### config.mk
export PLATFORM = sky130hd
export DESIGN_NAME = mdio_slave
export DESIGN_NICKNAME = d
export VERILOG_FILES = /design/src/rtl/mdio_slave_pkg.sv /design/src/rtl/mdio_shift_reg.sv /design/src/rtl/mdio_frame_fsm.sv /design/src/rtl/mdio_reg_port.sv /design/src/rtl/mdio_slave.sv
export SDC_FILE = /design/constraint.sdc
export NUM_CORES = 1
export LEC_CHECK = 0
export ABC_CLOCK_PERIOD_IN_PS = 2400
export BUFFER_PORTS_ARGS = -buffer_cell sky130_fd_sc_hd__buf_2
export CAP_MARGIN = 30
export CORE_ASPECT_RATIO = 1.25
export CORE_MARGIN = 2
export CORE_UTILIZATION = 30
export DETAILED_ROUTE_END_ITERATION = 8
export GPL_ROUTABILITY_DRIVEN = 0
export GPL_TIMING_DRIVEN = 0
export PLACE_DENSITY_LB_ADDON = 0.2
export SYNTH_ARGS = -nofsm -noshare
export SYNTH_HDL_FRONTEND = slang
export SYNTH_SLANG_ARGS = --single-unit
### constraint.sdc
create_clock -name clk_i -period 2.4 [get_ports clk_i]
set_input_delay 0.48 -clock clk_i [delete_from_list [all_inputs] [get_ports clk_i]]
set_output_delay 0.48 -clock clk_i [all_outputs]
set_load 0.1 [all_outputs]
### src/rtl/mdio_slave_pkg.sv
`timescale 1ns/1ps
package mdio_slave_pkg;
  localparam int OP_W = 2;
  localparam int TA_W = 2;  // write turnaround bits skipped
  localparam logic [OP_W-1:0] OP_RD = 2'b10;
  localparam logic [OP_W-1:0] OP_WR = 2'b01;

  typedef enum logic [2:0] {
    ST_IDLE,
    ST_START,
    ST_HDR,
    ST_RD_TA,
    ST_WR_TA,
    ST_RD_DATA,
    ST_WR_DATA
  } frame_state_e;
endpackage

### src/rtl/mdio_shift_reg.sv
`timescale 1ns/1ps
module mdio_shift_reg #(
  parameter int W = 16
) (
  input  logic         clk_i,
  input  logic         rst_ni,
  input  logic         clr_i,
  input  logic         load_i,
  input  logic         shift_i,
  input  logic [W-1:0] load_val_i,
  input  logic         bit_i,
  output logic [W-1:0] q_o
);
  logic [W-1:0] q_q;

  always_ff @(posedge clk_i or negedge rst_ni) begin
    if (!rst_ni)      q_q <= '0;
    else if (clr_i)   q_q <= '0;
    else if (load_i)  q_q <= load_val_i;
    else if (shift_i) q_q <= {q_q[W-2:0], bit_i};
  end

  assign q_o = q_q;
endmodule

### src/rtl/mdio_frame_fsm.sv
`timescale 1ns/1ps
module mdio_frame_fsm
  import mdio_slave_pkg::*;
#(
  parameter int HDR_W  = 12,
  parameter int DATA_W = 16,
  parameter int CNT_W  = 5
) (
  input  logic            clk_i,
  input  logic            rst_ni,
  input  logic            bit_i,
  input  logic [OP_W-1:0] op_i,
  output frame_state_e    state_o,
  output logic            clr_o,
  output logic            load_o,
  output logic            shift_o,
  output logic            addr_load_o,
  output logic            wr_done_o
);
  frame_state_e state_q;
  logic [CNT_W-1:0] cnt_q;
  logic last;

  assign last = (cnt_q == CNT_W'(1));

  always_ff @(posedge clk_i or negedge rst_ni) begin
    if (!rst_ni) begin
      state_q <= ST_IDLE;
      cnt_q   <= '0;
    end else begin
      unique case (state_q)
        ST_IDLE:  if (!bit_i) state_q <= ST_START;
        ST_START: if (bit_i) begin
          state_q <= ST_HDR;
          cnt_q   <= CNT_W'(HDR_W);
        end
        ST_HDR: begin
          if (last) begin
            if (op_i == OP_RD) begin
              state_q <= ST_RD_TA;
            end else if (op_i == OP_WR) begin
              state_q <= ST_WR_TA;
              cnt_q   <= CNT_W'(TA_W);
            end else begin
              state_q <= ST_IDLE;
            end
          end else begin
            cnt_q <= cnt_q - 1'b1;
          end
        end
        ST_RD_TA: begin
          state_q <= ST_RD_DATA;
          cnt_q   <= CNT_W'(DATA_W);
        end
        ST_WR_TA: begin
          if (last) begin
            state_q <= ST_WR_DATA;
            cnt_q   <= CNT_W'(DATA_W);
          end else begin
            cnt_q <= cnt_q - 1'b1;
          end
        end
        ST_RD_DATA, ST_WR_DATA: begin
          if (last) state_q <= ST_IDLE;
          else      cnt_q   <= cnt_q - 1'b1;
        end
        default: state_q <= ST_IDLE;
      endcase
    end
  end

  always_comb begin
    clr_o       = (state_q == ST_START) && bit_i;
    load_o      = (state_q == ST_RD_TA);
    shift_o     = (state_q == ST_HDR) || (state_q == ST_WR_DATA) || (state_q == ST_RD_DATA);
    addr_load_o = (state_q == ST_HDR) && last && ((op_i == OP_RD) || (op_i == OP_WR));
    wr_done_o   = (state_q == ST_WR_DATA) && last;
  end

  assign state_o = state_q;
endmodule

### src/rtl/mdio_reg_port.sv
`timescale 1ns/1ps
module mdio_reg_port #(
  parameter int REG_AW = 5,
  parameter int DATA_W = 16
) (
  input  logic              clk_i,
  input  logic              rst_ni,
  input  logic              addr_load_i,
  input  logic [REG_AW-1:0] addr_val_i,
  input  logic              wr_done_i,
  input  logic [DATA_W-1:0] wdata_val_i,
  input  logic              rd_fetch_i,
  output logic [REG_AW-1:0] reg_addr_o,
  output logic [DATA_W-1:0] reg_wdata_o,
  output logic              reg_we_o,
  output logic              reg_re_o
);
  logic [REG_AW-1:0] addr_q;
  logic [DATA_W-1:0] wdata_q;
  logic              we_q;

  always_ff @(posedge clk_i or negedge rst_ni) begin
    if (!rst_ni) begin
      addr_q  <= '0;
      wdata_q <= '0;
      we_q    <= 1'b0;
    end else begin
      if (addr_load_i) addr_q <= addr_val_i;
      if (wr_done_i)   wdata_q <= wdata_val_i;
      we_q <= wr_done_i;
    end
  end

  assign reg_addr_o  = addr_q;
  assign reg_wdata_o = wdata_q;
  assign reg_we_o    = we_q;
  assign reg_re_o    = rd_fetch_i;
endmodule

### src/rtl/mdio_slave.sv
`timescale 1ns/1ps
module mdio_slave
  import mdio_slave_pkg::*;
#(
  parameter int PHY_AW = 5,
  parameter int REG_AW = 5,
  parameter int DATA_W = 16
) (
  input  logic              clk_i,
  input  logic              rst_ni,
  input  logic              mdio_i,
  output logic              mdio_o,
  output logic              mdio_oe_o,
  output logic [REG_AW-1:0] reg_addr_o,
  output logic [DATA_W-1:0] reg_wdata_o,
  output logic              reg_we_o,
  output logic              reg_re_o,
  input  logic [DATA_W-1:0] reg_rdata_i
);
  localparam int HDR_W   = OP_W + PHY_AW + REG_AW;
  localparam int CNT_MAX = (HDR_W > DATA_W) ? HDR_W : DATA_W;
  localparam int CNT_W   = $clog2(CNT_MAX + 1);

  frame_state_e state;
  logic [DATA_W-1:0] acc;
  logic clr, load, shift, addr_load, wr_done;
  logic [OP_W-1:0]   op;
  logic [REG_AW-1:0] addr_val;

  // acc holds the first HDR_W-1 header bits when the last one arrives
  assign op       = acc[HDR_W-2 -: OP_W];
  assign addr_val = {acc[REG_AW-2:0], mdio_i};

  mdio_frame_fsm #(
    .HDR_W (HDR_W),
    .DATA_W(DATA_W),
    .CNT_W (CNT_W)
  ) u_fsm (
    .clk_i      (clk_i),
    .rst_ni     (rst_ni),
    .bit_i      (mdio_i),
    .op_i       (op),
    .state_o    (state),
    .clr_o      (clr),
    .load_o     (load),
    .shift_o    (shift),
    .addr_load_o(addr_load),
    .wr_done_o  (wr_done)
  );

  mdio_shift_reg #(.W(DATA_W)) u_shift (
    .clk_i     (clk_i),
    .rst_ni    (rst_ni),
    .clr_i     (clr),
    .load_i    (load),
    .shift_i   (shift),
    .load_val_i(reg_rdata_i),
    .bit_i     (mdio_i),
    .q_o       (acc)
  );

  mdio_reg_port #(.REG_AW(REG_AW), .DATA_W(DATA_W)) u_port (
    .clk_i      (clk_i),
    .rst_ni     (rst_ni),
    .addr_load_i(addr_load),
    .addr_val_i (addr_val),
    .wr_done_i  (wr_done),
    .wdata_val_i({acc[DATA_W-2:0], mdio_i}),
    .rd_fetch_i (load),
    .reg_addr_o (reg_addr_o),
    .reg_wdata_o(reg_wdata_o),
    .reg_we_o   (reg_we_o),
    .reg_re_o   (reg_re_o)
  );

  assign mdio_oe_o = (state == ST_RD_TA) || (state == ST_RD_DATA);
  assign mdio_o    = (state == ST_RD_DATA) && acc[DATA_W-1];
endmodule

==> impl_metrics.yaml, run 1 <==
status:
  status: "finished clean"
setup_path:
  crit_path_end_kind: "register"
  r2r_slack_ns: 0.05
  worst-path-max-fanout: 9
  crit_required_ns: 2.60
  worstSetupPathType: "reg2reg"
  worstSetupStartpointType: "register"
  crit_arrival_ns: 2.54
pwr:
  internal_power_mw: 1.78
  power_frac_clock_pct: 15.6
  cellLeakagePower_nw: 1.46
  p_sw_share_pct: 47.4
  p_comb_share_pct: 50.3
  ir_drop_uv: 478
  p_seq_share_pct: 34.1
  switching_power_mw: 1.60
  powerDensity_mw_per_mm2: 1210
cells_and_area:
  post-route-util_pct: 37.9
  multiInputGateArea_mm2: 0.00107
  antenna_cells: 0
  regArea_mm2: 0.00115
  final_common_cell: "dfrtp_1"
  drive_above_1_share_pct: 31.9
  area_growth_pct: 21.7
  final_area_mm2: 0.00280
  fillerInstances: 766
  fin_nets: 293
  layout_common_cells: "46 x dfrtp_1, 42 x buf_2, 28 x o21ai_0"
route:
  num_vias: 1739
  wirelength_mm: 5.28
  ant_nets: 0
  avgViaCountPerCell: 4.80
  drt-initial-drc-count: 72
  dr.pass1.iters: 4
  wl_per_cell_um: 14.6
  drc: 0
hold_path:
  hp-class: "in2async"
global_route:
  grt_pass1_vias: 1697
  grt_pass1_wl_mm: 8.61
  grt_usage_pct: 13.6
  antenna_found_initial: 0
  grt_max_degree: 31
  overflow: 0
clocking:
  cts_hold_buf: 0
  root_buffer: "clkbuf_8"
  htreeDepth: 2
  clockBufferDepth: 2
  clk_latency_ns: 0.30
  cts_tree: "done"
  numCtsBuffers: 5
  clock-sinks: 46
  clk_pin_slew_ns: 0.09
synth:
  synth-seq-area-share_pct: 50.0
  syn_inst: 217
  ys_types: 29
  synth-seq-cells: 46
  syn_area_per_cell_um2: 10.6
  synth_area_mm2: 0.00230
  synth.net_count: 241
  yosysWarnings: 0
floorplanning:
  rows: 35
  core_area_mm2: 0.00740
  die_h_um: 102
  die_w_um: 82.4
  ioPinCount: 44
  initial_core_util_pct: 31.1
  die-area_mm2: 0.00840
sta:
  finalSetupViolCount: 0
  tns_ns: 0
  grt_setup_unrepaired: "yes"
  relSlewSlack_pct: 66.9
  fmax_ghz: 0.426
  fin_skew_ns: 0.00602
  slew_violations: 0
  period_share_pct: 97.8
  worst_pin_slew_ns: 0.496
  period_needed_ns: 2.35
  finalHoldViolCount: 0
job:
  max-cap-violations: 0
place:
  dpl.hpwl_mm: 3.78
  portBuffers: 42
  place_area_mm2: 0.00265
## cell type report
cell class | count | area share (%)
clock inverters | 1 | 0.312
repair buffers | 45 | 9.15
inverters | 9 | 1.21
well taps | 92 | 4.11
clock buffers | 7 | 3.08
multi-input cells | 149 | 38.3
flip-flops and latches | 46 | 41.1
plain buffers | 13 | 2.72
## layer usage
layer  share of wire [%]  vias to the layer above  track usage [%]
met5                   0                        -                0
met4                 1.6                        0             4.62
met3                 3.7                        5             3.36
met2                  49                       32             21.6
met1                  46                      845             18.1
li1                    -                      857                -
## registers in the layout (all words and copies together) (netlist names)
name and flops:
u_port.reg_we_o 1, u_shift.q_o 16, u_fsm.state_o 3, u_port.reg_addr_o 5
u_port.reg_wdata_o 16, u_fsm.cnt_q 5
## kinds of logic (layout without fill, tap and decap cells)
group | count (synthesis) | count (layout) | share of synthesized area, %
compound gates | 59 | 59 | 14.2
simple gates | 50 | 50 | 11.2
flops | 46 | 46 | 50.0
mux | 35 | 35 | 17.1
buf+inv | 22 | 75 | 4.73
fa+ha+maj | 5 | 5 | 2.72
## power groups by stage
stage                     Combinational, mW  Sequential, mW  Clock (mW)
after global routing                   1.87            1.18       0.576
after detailed placement               1.66            1.17           0
after floorplan                        1.01            1.43           0
after CTS                              1.70            1.16       0.540
after global placement                 1.63            1.16           0
final                                  1.70            1.15       0.527
## what timing repair did
action,in CTS,in global routing
pin swaps,0,0
endpoints found under the setup margin,15,15
buffers inserted,0,2
gates resized for setup,7,4
hold endpoints to repair,0,0
gates cloned,0,0
## stage by stage
stage	power, mW	std cells	hold WS [ns]	setup slack [ns]
3_3_place_gp	2.80	351	0.456	-0.184
5_1_grt	3.63	362	0.114	-0.0172
4_1_cts	3.39	360	0.106	0.00725
2_1_floorplan	2.44	217	0.184	0.193
6_report	3.38	362	0.102	0.0527
3_5_place_dp	2.83	352	0.439	-0.244
## synth_stat cells, drive strengths merged
cell type   n  area (um^2)
or4         1         11.3
or4b        1         13.8
nand3b      1         7.51
a21boi      1         7.51
buf         6         48.8
nor3b       1         7.51
nand3       2         15.0
o31ai       1         7.51
nand2      23         86.3
mux2i      15          150
nor3        4         20.0
nor4b       1         15.0
nor2        7         26.3
o21ai      28          140
a21o        4         30.0
nand2b      2         12.5
inv         9         33.8
mux2       20          244
nor2b       6         37.5
a211oi      5         37.5
and3        1         6.26
dfrtp      46         1150
o21a        2         15.0
a21oi      18         90.1
ha          5         62.6
clkbuf      7         26.3
## worst paths after layout
check / from / end / cells after the start
min in group clk_i: reg_rdata_i[8] / u_shift.q_o[8] / 3
setup / recovery: u_fsm.cnt_q[1] / u_port.reg_addr_o[0] / 7
hold reg to reg: u_shift.q_o[15] / u_shift.q_o[15] / 2
setup reg to reg: u_fsm.cnt_q[1] / u_port.reg_addr_o[0] / 7
max in group asynchronous: rst_ni / u_shift.q_o[15] / 2
hold / removal: rst_ni / u_fsm.cnt_q[1] / 1
## worst max-delay path, stage by stage, from the launching register on
cell     delay (ns)
dfrtp_1        0.39
inv_1          0.10
ha_2           0.21
or4b_4         0.46
buf_6          0.15
or4_4          0.48
buf_6          0.16
mux2_4         0.29
No activity file was read; power rests on OpenSTA's default activity.
==> run 2: changes to the inputs <==
- RECOVER_POWER: not set -> 25
==> impl_metrics.yaml, run 2 (synthesis results as in run 1) <==
cells_and_area:
  post-route-util_pct: 37.7
  fillerInstances: 768
  layout_common_cells: "46 x dfrtp_1, 41 x buf_2, 28 x o21ai_0"
  fin_nets: 293
  area_growth_pct: 21.0
  drive_above_1_share_pct: 31.5
  final_common_cell: "dfrtp_1"
  instances_no_fill: 362
  antenna_cells: 0
pwr:
  switching_power_mw: 1.60
  power_frac_clock_pct: 15.6
  internal_power_mw: 1.77
  powerDensity_mw_per_mm2: 1210
  p_sw_share_pct: 47.4
  p_seq_share_pct: 34.2
  total_power_mw: 3.37
  cellLeakagePower_nw: 1.46
  ir_drop_uv: 478
  p_comb_share_pct: 50.3
clocking:
  cts_tree: "done"
  clk_pin_slew_ns: 0.09
  root_buffer: "clkbuf_8"
  numCtsBuffers: 5
  clockBufferDepth: 2
  cts_hold_buf: 0
  htreeDepth: 2
  clock-sinks: 46
  clk_latency_ns: 0.30
sta:
  slew_violations: 0
  worst_pin_slew_ns: 0.936
  relSlewSlack_pct: 37.6
  period_needed_ns: 2.35
  period_share_pct: 97.8
  finalHoldViolCount: 0
  layout_setup_ws_ns: 0.0538
  fin_skew_ns: 0.00602
  fmax_ghz: 0.426
  grt_setup_unrepaired: "yes"
  finalSetupViolCount: 0
route:
  wirelength_mm: 5.27
  drt-initial-drc-count: 72
  avgViaCountPerCell: 4.81
  wl_per_cell_um: 14.6
  ant_nets: 0
  dr.pass1.iters: 4
  num_vias: 1740
  drc: 0
global_route:
  grt_pass1_wl_mm: 8.61
  overflow: 0
  grt_usage_pct: 13.6
  antenna_found_initial: 0
  grt_max_degree: 31
  grt_pass1_vias: 1697
floorplanning:
  die_h_um: 102
  core_area_mm2: 0.00740
  ioPinCount: 44
  rows: 35
  die_w_um: 82.4
  die-area_mm2: 0.00840
  initial_core_util_pct: 31.1
setup_path:
  worst-path-max-fanout: 9
  crit_required_ns: 2.60
  crit_arrival_ns: 2.54
  worstSetupStartpointType: "register"
  crit_path_end_kind: "register"
  worstSetupPathType: "reg2reg"
hold_path:
  hp-class: "in2async"
job:
  max-cap-violations: 0
place:
  dp_cells: 352
  place_ws_ns: -0.244
  dpl.hpwl_mm: 3.78
  portBuffers: 42
status:
  status: "finished clean"
run 2: cell types whose count changed in the layout (fill, tap and decap cells not counted), sizes merged:
cell,previous run,this run
buf,51,49
clkbuf,14,16
run 2: layout make-up:
class,count,area [um^2],share of cell area (%)
flip-flops and latches,46,1150,41.3
multi-input cells,149,1070,38.6
repair buffers,45,240,8.62
well taps,92,115,4.13
clock buffers,7,86.3,3.10
plain buffers,13,76.3,2.74
inverters,9,33.8,1.21
clock inverters,1,8.76,0.314
run 2: repair_timing:
| action | CTS | global route |
|---|---|---|
| buffers inserted | 0 | 2 |
| gates cloned | 0 | 0 |
| setup endpoints to repair | 15 | 15 |
| endpoints found under the hold margin | 0 | 0 |
| resized for setup | 7 | 4 |
run 2: through the flow:
| step | hold slack (ns) | setup TNS [ns] | instance area, um^2 |
|---|---|---|---|
| after global placement | 0.456 | -1.74 | 2630 |
| after global routing | 0.357 | -0.0172 | 2790 |
| after detailed placement | 0.439 | -2.32 | 2650 |
| after floorplan | 0.184 | 0 | 2300 |
| final | 0.288 | 0 | 2790 |
| after CTS | 0.106 | 0 | 2770 |
run 2: path summary, 6_finish.rpt:
| path | from | endpoint | slack, ns | depth (start not counted) |
|---|---|---|---|---|
| max reg2reg | u_fsm.cnt_q[1] | u_port.reg_addr_o[0] | 0.05 | 7 |
| max in group asynchronous | rst_ni | u_shift.q_o[15] | 0.84 | 2 |
| min in group clk_i | reg_rdata_i[8] | u_shift.q_o[8] | 0.46 | 3 |
| max | u_fsm.cnt_q[1] | u_port.reg_addr_o[0] | 0.05 | 7 |
| min | rst_ni | u_fsm.cnt_q[1] | 0.29 | 1 |
| min reg2reg | u_shift.q_o[15] | u_shift.q_o[15] | 0.48 | 2 |
run 2: power groups by stage:
stage / Clock, mW / Sequential [mW] / Combinational (mW)
CTS: 0.540 / 1.16 / 1.70
detailed placement: 0 / 1.17 / 1.66
global route: 0.576 / 1.18 / 1.87
floorplan: 0 / 1.43 / 1.01
finish: 0.526 / 1.15 / 1.70
global placement: 0 / 1.16 / 1.63
run 2: layer usage:
| layer | global-route usage, % | part of all wire, % | up-vias |
|---|---|---|---|
| met5 | 0 | 0 | - |
| li1 | - | - | 857 |
| met2 | 21.6 | 49 | 32 |
| met4 | 4.62 | 1.6 | 0 |
| met3 | 3.36 | 3.7 | 5 |
| met1 | 18.1 | 46 | 846 |
run 2: critical path: stages, from the launching register on:
cell and delay, ns:
dfrtp_1 0.38, inv_1 0.10, ha_2 0.21, or4b_4 0.46, buf_6 0.15, or4_4 0.48
buf_6 0.16, mux2_4 0.29
